$ cat src/rtl/erase_eng_pkg.sv
package erase_eng_pkg;

  localparam logic [7:0] OP_WREN = 8'h06;
  localparam logic [7:0] OP_RDSR = 8'h05;
  localparam logic [7:0] OP_SERS = 8'hD8;
  localparam logic [7:0] OP_BERS = 8'hC7;

  typedef enum logic [1:0] {
    FR_NONE,
    FR_WREN,
    FR_SECTOR,
    FR_BULK
  } frame_kind_t;

  // Classify a completed frame from its opcode, length and alignment.
  function automatic frame_kind_t classify_frame(input logic [7:0] op,
                                                 input logic [2:0] nbytes,
                                                 input logic       aligned,
                                                 input logic [2:0] sector_len);
    frame_kind_t k;
    k = FR_NONE;
    if (aligned) begin
      if (op == OP_WREN && nbytes == 3'd1)            k = FR_WREN;
      else if (op == OP_BERS && nbytes == 3'd1)       k = FR_BULK;
      else if (op == OP_SERS && nbytes == sector_len) k = FR_SECTOR;
    end
    return k;
  endfunction

  // Level 0 locks nothing, level 7 locks all, others lock the top share.
  function automatic logic sector_locked(input int unsigned sector,
                                         input int unsigned nsect,
                                         input logic [2:0]  level);
    int unsigned span;
    if (level == 3'd0) return 1'b0;
    if (level == 3'd7) return 1'b1;
    span = nsect >> (3'd7 - level);
    return (sector >= nsect - span);
  endfunction

  function automatic logic [7:0] pack_status(input logic       busy,
                                             input logic       wel,
                                             input logic [2:0] level);
    return {3'b000, level, wel, busy};
  endfunction

endpackage

$ cat src/rtl/erase_sync.sv
module erase_sync #(
  parameter int       W       = 1,
  parameter int       STAGES  = 2,
  parameter logic [W-1:0] RST_VAL = '0
) (
  input  logic         clk,
  input  logic         rst_n,
  input  logic [W-1:0] d,
  output logic [W-1:0] q
);
  logic [STAGES-1:0][W-1:0] pipe;

  generate
    if (STAGES == 1) begin : g_single
      always_ff @(posedge clk or negedge rst_n) begin
        if (!rst_n) pipe <= RST_VAL;
        else        pipe <= d;
      end
    end else begin : g_chain
      always_ff @(posedge clk or negedge rst_n) begin
        if (!rst_n) pipe <= {STAGES{RST_VAL}};
        else        pipe <= {pipe[STAGES-2:0], d};
      end
    end
  endgenerate

  assign q = pipe[STAGES-1];
endmodule

$ cat src/rtl/erase_spi_front.sv
module erase_spi_front #(
  parameter int SYNC_STAGES = 2
) (
  input  logic       clk,
  input  logic       rst_n,
  input  logic       cs_n,
  input  logic       sck,
  input  logic       mosi,
  input  logic       rd_mode,
  input  logic [7:0] status_byte,
  output logic       byte_done,
  output logic [7:0] rx_byte,
  output logic [2:0] byte_idx,
  output logic       frame_end,
  output logic       frame_aligned,
  output logic [2:0] frame_bytes,
  output logic       miso
);
  logic [2:0] raw_s;
  logic       cs_s, sck_s, mosi_s;
  logic       cs_prev, sck_prev;
  logic       sck_rise, sck_fall;
  logic [6:0] shreg;
  logic [2:0] bit_cnt;
  logic [2:0] nbytes;

  erase_sync #(.W(3), .STAGES(SYNC_STAGES), .RST_VAL(3'b100)) u_sync (
    .clk  (clk),
    .rst_n(rst_n),
    .d    ({cs_n, sck, mosi}),
    .q    (raw_s)
  );

  assign cs_s   = raw_s[2];
  assign sck_s  = raw_s[1];
  assign mosi_s = raw_s[0];

  always_ff @(posedge clk or negedge rst_n) begin
    if (!rst_n) begin
      cs_prev  <= 1'b1;
      sck_prev <= 1'b0;
    end else begin
      cs_prev  <= cs_s;
      sck_prev <= sck_s;
    end
  end

  assign sck_rise  = sck_s & ~sck_prev & ~cs_s;
  assign sck_fall  = ~sck_s & sck_prev & ~cs_s;
  assign frame_end = cs_s & ~cs_prev;

  always_ff @(posedge clk or negedge rst_n) begin
    if (!rst_n) begin
      shreg   <= '0;
      bit_cnt <= '0;
      nbytes  <= '0;
    end else if (cs_s) begin
      bit_cnt <= '0;
      nbytes  <= '0;
    end else if (sck_rise) begin
      shreg   <= {shreg[5:0], mosi_s};
      bit_cnt <= bit_cnt + 3'd1;
      if (bit_cnt == 3'd7 && nbytes != 3'd7) nbytes <= nbytes + 3'd1;
    end
  end

  assign byte_done     = sck_rise && (bit_cnt == 3'd7);
  assign rx_byte       = {shreg, mosi_s};
  assign byte_idx      = nbytes;
  assign frame_aligned = (bit_cnt == 3'd0);
  assign frame_bytes   = nbytes;

  // Output bit index is the complement of the count of bits received.
  always_ff @(posedge clk or negedge rst_n) begin
    if (!rst_n)                  miso <= 1'b0;
    else if (cs_s)               miso <= 1'b0;
    else if (sck_fall && rd_mode) miso <= status_byte[~bit_cnt];
  end
endmodule

$ cat src/rtl/erase_cmd_ctrl.sv
module erase_cmd_ctrl
  import erase_eng_pkg::*;
#(
  parameter int ADDR_W = 24,
  parameter int SECT_W = 8
) (
  input  logic              clk,
  input  logic              rst_n,
  input  logic              byte_done,
  input  logic [7:0]        rx_byte,
  input  logic [2:0]        byte_idx,
  input  logic              frame_end,
  input  logic              frame_aligned,
  input  logic [2:0]        frame_bytes,
  input  logic              busy,
  input  logic [2:0]        blk_prot,
  output logic              rd_mode,
  output logic              start,
  output logic              start_all,
  output logic [SECT_W-1:0] start_sector,
  output logic              wel,
  output logic [7:0]        status_byte
);
  localparam int ADDR_BYTES = ADDR_W / 8;
  localparam int NSECT      = 2 ** SECT_W;

  logic [7:0]        opcode;
  logic [ADDR_W-1:0] addr;
  frame_kind_t       kind;
  logic              locked;
  logic              accept_evt;
  logic              wren_evt;

  always_ff @(posedge clk or negedge rst_n) begin
    if (!rst_n) begin
      opcode <= '0;
      addr   <= '0;
    end else if (byte_done) begin
      if (byte_idx == 3'd0) opcode <= rx_byte;
      else                  addr   <= {addr[ADDR_W-9:0], rx_byte};
    end
  end

  assign kind         = classify_frame(opcode, frame_bytes, frame_aligned,
                                       3'(ADDR_BYTES + 1));
  assign start_sector = addr[ADDR_W-1 -: SECT_W];
  assign locked       = sector_locked(32'(start_sector), NSECT, blk_prot);
  assign accept_evt   = frame_end && !busy;
  assign wren_evt     = accept_evt && (kind == FR_WREN);
  assign start        = accept_evt && wel &&
                        (((kind == FR_SECTOR) && !locked) ||
                         ((kind == FR_BULK) && (blk_prot == 3'd0)));
  assign start_all    = (kind == FR_BULK);

  always_ff @(posedge clk or negedge rst_n) begin
    if (!rst_n)        wel <= 1'b0;
    else if (start)    wel <= 1'b0;
    else if (wren_evt) wel <= 1'b1;
  end

  assign rd_mode     = (opcode == OP_RDSR) && (frame_bytes != 3'd0);
  assign status_byte = pack_status(busy, wel, blk_prot);
endmodule

$ cat src/rtl/erase_timer.sv
module erase_timer #(
  parameter int SE_CYCLES = 20000,
  parameter int BE_CYCLES = 100000,
  parameter int SECT_W    = 8
) (
  input  logic              clk,
  input  logic              rst_n,
  input  logic              start,
  input  logic              start_all,
  input  logic [SECT_W-1:0] start_sector,
  output logic              busy,
  output logic              tgt_all,
  output logic [SECT_W-1:0] tgt_sector
);
  localparam int MAXC  = (BE_CYCLES > SE_CYCLES) ? BE_CYCLES : SE_CYCLES;
  localparam int CNT_W = $clog2(MAXC + 1);

  logic [CNT_W-1:0] remain;

  always_ff @(posedge clk or negedge rst_n) begin
    if (!rst_n) begin
      remain     <= '0;
      tgt_all    <= 1'b0;
      tgt_sector <= '0;
    end else if (start) begin
      remain     <= start_all ? CNT_W'(BE_CYCLES) : CNT_W'(SE_CYCLES);
      tgt_all    <= start_all;
      tgt_sector <= start_all ? '0 : start_sector;
    end else if (remain != '0) begin
      remain <= remain - 1'b1;
    end
  end

  assign busy = (remain != '0);
endmodule

$ cat src/rtl/erase_cmd_engine.sv
module erase_cmd_engine #(
  parameter int ADDR_W      = 24,
  parameter int SECT_W      = 8,
  parameter int SE_CYCLES   = 20000,
  parameter int BE_CYCLES   = 100000,
  parameter int SYNC_STAGES = 2
) (
  input  logic              clk,
  input  logic              rst_n,
  input  logic              cs_n,
  input  logic              sck,
  input  logic              mosi,
  output logic              miso,
  input  logic [2:0]        blk_prot,
  output logic              erase_req,
  output logic              erase_all,
  output logic [SECT_W-1:0] erase_sector
);
  logic              byte_done;
  logic [7:0]        rx_byte;
  logic [2:0]        byte_idx;
  logic              frame_end;
  logic              frame_aligned;
  logic [2:0]        frame_bytes;
  logic              rd_mode;
  logic [7:0]        status_byte;
  logic              start_evt;
  logic              start_all;
  logic [SECT_W-1:0] start_sector;
  logic              wel;
  logic              busy;

  erase_spi_front #(.SYNC_STAGES(SYNC_STAGES)) u_front (
    .clk          (clk),
    .rst_n        (rst_n),
    .cs_n         (cs_n),
    .sck          (sck),
    .mosi         (mosi),
    .rd_mode      (rd_mode),
    .status_byte  (status_byte),
    .byte_done    (byte_done),
    .rx_byte      (rx_byte),
    .byte_idx     (byte_idx),
    .frame_end    (frame_end),
    .frame_aligned(frame_aligned),
    .frame_bytes  (frame_bytes),
    .miso         (miso)
  );

  erase_cmd_ctrl #(.ADDR_W(ADDR_W), .SECT_W(SECT_W)) u_ctrl (
    .clk          (clk),
    .rst_n        (rst_n),
    .byte_done    (byte_done),
    .rx_byte      (rx_byte),
    .byte_idx     (byte_idx),
    .frame_end    (frame_end),
    .frame_aligned(frame_aligned),
    .frame_bytes  (frame_bytes),
    .busy         (busy),
    .blk_prot     (blk_prot),
    .rd_mode      (rd_mode),
    .start        (start_evt),
    .start_all    (start_all),
    .start_sector (start_sector),
    .wel          (wel),
    .status_byte  (status_byte)
  );

  erase_timer #(.SE_CYCLES(SE_CYCLES), .BE_CYCLES(BE_CYCLES), .SECT_W(SECT_W)) u_timer (
    .clk         (clk),
    .rst_n       (rst_n),
    .start       (start_evt),
    .start_all   (start_all),
    .start_sector(start_sector),
    .busy        (busy),
    .tgt_all     (erase_all),
    .tgt_sector  (erase_sector)
  );

  assign erase_req = busy;
endmodule

$ cat config.mk
export PLATFORM = sky130hd
export DESIGN_NAME = erase_cmd_engine
export DESIGN_NICKNAME = d
export VERILOG_FILES = /design/src/rtl/erase_eng_pkg.sv /design/src/rtl/erase_sync.sv /design/src/rtl/erase_spi_front.sv /design/src/rtl/erase_cmd_ctrl.sv /design/src/rtl/erase_timer.sv /design/src/rtl/erase_cmd_engine.sv
export SDC_FILE = /design/constraint.sdc
export NUM_CORES = 1
export LEC_CHECK = 0
export ABC_CLOCK_PERIOD_IN_PS = 4800
export BUFFER_PORTS_ARGS = -buffer_cell sky130_fd_sc_hd__buf_4
export CAP_MARGIN = 20
export CORE_MARGIN = 10
export CORE_UTILIZATION = 65
export DETAILED_ROUTE_END_ITERATION = 10
export GPL_ROUTABILITY_DRIVEN = 1
export PLACE_DENSITY = 0.84
export SYNTH_ARGS = -nofsm -noshare
export SYNTH_HDL_FRONTEND = slang
export SYNTH_SLANG_ARGS = --single-unit
export TNS_END_PERCENT = 50
$ cat constraint.sdc
create_clock -name clk -period 4.8 [get_ports clk]
set_input_delay 0 -clock clk [delete_from_list [all_inputs] [get_ports clk]]
set_output_delay 0 -clock clk [all_outputs]
set_load 0.02 [all_outputs]
==> metrics <==
Post-synth EDFFs=0; Max Clock Skew=0.00775 ns; Routed Antenna Nets=0; sequential power share=48.9%; Die W=97.0 um; post-DP HPWL=5070 um; commonest non-fill, non-tap cell in the layout=dfrtp_1; Clock Pin Slew Worst Setup and Hold Paths=0.08 ns; crit-path cells=inv_1 -> ha_1 -> nand4_1 -> or4_1 -> a211oi_1 -> o21ai_0 -> and4b_1 -> mux2i_1; die height=97.0 um; sequential area share after synthesis=52.7%; fmax=340 MHz; crit start category=flop; RSZ-0062 raised after global routing=no; Initial DRC Count=96; number of buffers created by CTS=9; Total Nets Final=378; Max Root-Sink Buffers=2; most frequent cells in the layout=78 x dfrtp_1, 39 x mux2_2, 26 x inv_1; outcome=completed; Cell Area, Synth=0.00385 sq mm; Worst R2R End=u_timer.tgt_sector[1]; initial antenna violation count=0; PostCTS Resize Cnt=0; Setup-failing EPs final=0; Placer Congestion=0.838; Synth cell types=48; PD cells=347 mW/mm^2; GR Layer Usage met1=18.7%; grt met2 use=26.9%; GRT Total Usage=15.9%; P&R area growth vs syn=13.0%; die footprint=0.00941 sq mm; DR pass1 iterations=4; I/O pins=19; Syn Area/Cell=11.7 sq um; Gate Count Post-Synth=330; worst endpoint required time=5.06 ns; Net Switching=0.312 mW; Yosys reg bits=81; # rows=27; Post-CTS Setup Repair Bufs=0; most common flop cell mapped by yosys=dfrtp_1; worst skew pair latency=0.35 ns; Hold Path Class=input pin to flop; Mapped Nets=355; crit-path max FO=17; Clock power frac=46.1%; CTS tree=yes; post-synth top area share=50.7%; Congestion Overflow GR=0; pin count of the biggest net entering global routing=82; core box area=0.00564 sq mm; CP Data Arrival Time=3.19 ns; global-route wire length before repair=12,600 um; drt drc=0; placed instance count=410; non-filler cells, final=430; n_diodes=0; Max Cap Violations=0; Tmin final=2.94 ns; max_slew headroom=35.7%; cell leakage power=2.07 nW; Net Sw Frac=20.6%; CP delay by family, top=simple AND/OR/NAND/NOR gates; worst hold slack=0.214 ns; Crit. End Element=flop; IO Port Bufs=18; Most Crowded Layer GR=met2; grt met3 use=3.19%; Initial Utilization=68.3%; Hold Crit Endpoint=u_front.miso; Worst Tran Pin Value=0.965 ns; CP max stage delay=0.79 ns; Setup WS post-layout=1.86 ns; Synth warnings=0; Reg2Reg Setup Slack=1.86 ns; WP buf/inv=1; Synth area leaders=dfrtp_1 51%, mux2_2 11%, ha_1 5.5%; post-place setup slack=1.64 ns; number of global-route vias before repair=2,641; DR vias=2,537; Routed WL per cell=16.9 um; final core occ=77.2%; final wirelength=7280 um; Critical Setup Path Class=flop to flop; htree depth=3; max-slew violations=0; P_int=1.20 mW; layout cells sized above 1=22.6%; setup TNS=0 ns; Synth area leader=dfrtp_1; Comb pwr share=5.0%; VDD IR-drop max=0.000289 V; hold path depth=3; worst r2r path cells=8; period utilization=61.2%; Hold Fails Final Rpt=0; Post-synth ARST share=100%; Worst R2R Start=u_front.byte_idx[0]; # clock sinks=81; Crit-path slowest cell=and4b_1; Via-to-Cell Ratio=5.90; hold path startpoint=blk_prot[2]; clock root cell=clkbuf_8
tightest hold or removal path, cell delays in order:
cell and delay (ns):
buf_4 0.15, a311oi_1 0.27, a2111oi_0 0.10
flip-flops by register name, indices dropped and copies added (netlist names), 7 cells and up:
register	flops
u_ctrl.addr	24
u_ctrl.opcode	8
u_front.shreg	7
u_timer.remain	17
u_timer.tgt_sector	8
cells in the mapped netlist (2+ instances only):
library cell and count:
inv_1 26, dfstp_2 3, a211oi_1 3, nand3_1 4
xnor2_1 11, mux2_2 39, o2111a_1 2, mux2i_1 13
a21oi_1 6, nor4_1 7, buf_6 2, dfrtp_1 78
or4_4 2, a21o_1 5, nand2_1 19, nor3_1 8
nand4b_1 2, nor2_1 24, o21ai_0 7, ha_1 17
clkbuf_1 7, nand4_1 4, xor2_1 7, nor4bb_1 2
nand2b_1 9
cells by family after synthesis:
logic type               after synthesis  share of synthesized area, %
adder cells (fa/ha/maj)               17                          5.52
AND/OR/NAND/NOR                       93                          13.0
buffers and inverters                 37                          4.12
AO/OA/AOI/OAI                         32                          5.78
flip-flops                            81                          52.7
multiplexers                          52                          14.8
XOR/XNOR                              18                          4.09
routing by layer:
metal  share of wire (%)  vias to the layer above
met5                   0                        -
met3                 3.4                       14
met2                  51                       45
met4                 2.3                        0
met1                  44                     1273
li1                    -                     1205
cell type report:
cell class	instances	area [sq um]
clock buffer	9	124
clock inverter	7	166
fill	354	1290
inverter	26	97.6
multi-input combinational	212	1660
sequential	81	2030
tap	72	90.1
timing repair buffer	23	183
power groups by stage:
| stage | sequential [mW] | combinational [mW] | clock [mW] |
|---|---|---|---|
| final | 0.739 | 0.0759 | 0.696 |
| after global routing | 0.745 | 0.0860 | 0.735 |
| after CTS | 0.739 | 0.0771 | 0.704 |
| after detailed placement | 0.753 | 0.0741 | 0 |
| after global placement | 0.751 | 0.0703 | 0 |
| after floorplan | 0.741 | 0.0493 | 0 |
through the flow:
stage	total power, mW	instance area (sq um)
floorplan	0.790	3850
global placement	0.821	4020
detailed placement	0.827	4020
CTS	1.52	4350
global route	1.57	4350
finish	1.51	4350
worst max-delay path by stage:
stage,startpoint,cells after the start,endpoint,slack (ns)
CTS,u_front.byte_idx[0],8,u_timer.tgt_sector[1],1.87
global route,u_front.byte_idx[0],8,u_timer.tgt_sector[1],1.61
global placement,blk_prot[1],12,u_timer.tgt_sector[6],1.86
floorplan,blk_prot[0],15,u_timer.remain[14],2.15
finish,u_front.byte_idx[0],8,u_timer.tgt_sector[1],1.86
detailed placement,blk_prot[1],12,u_timer.tgt_sector[1],1.64
repair_timing:
action                     4_1_cts  5_1_grt
hold endpoints to repair        81        0
setup endpoints to repair        0        0
hold buffers                     4        0
Power figures use the tool's default switching activity.
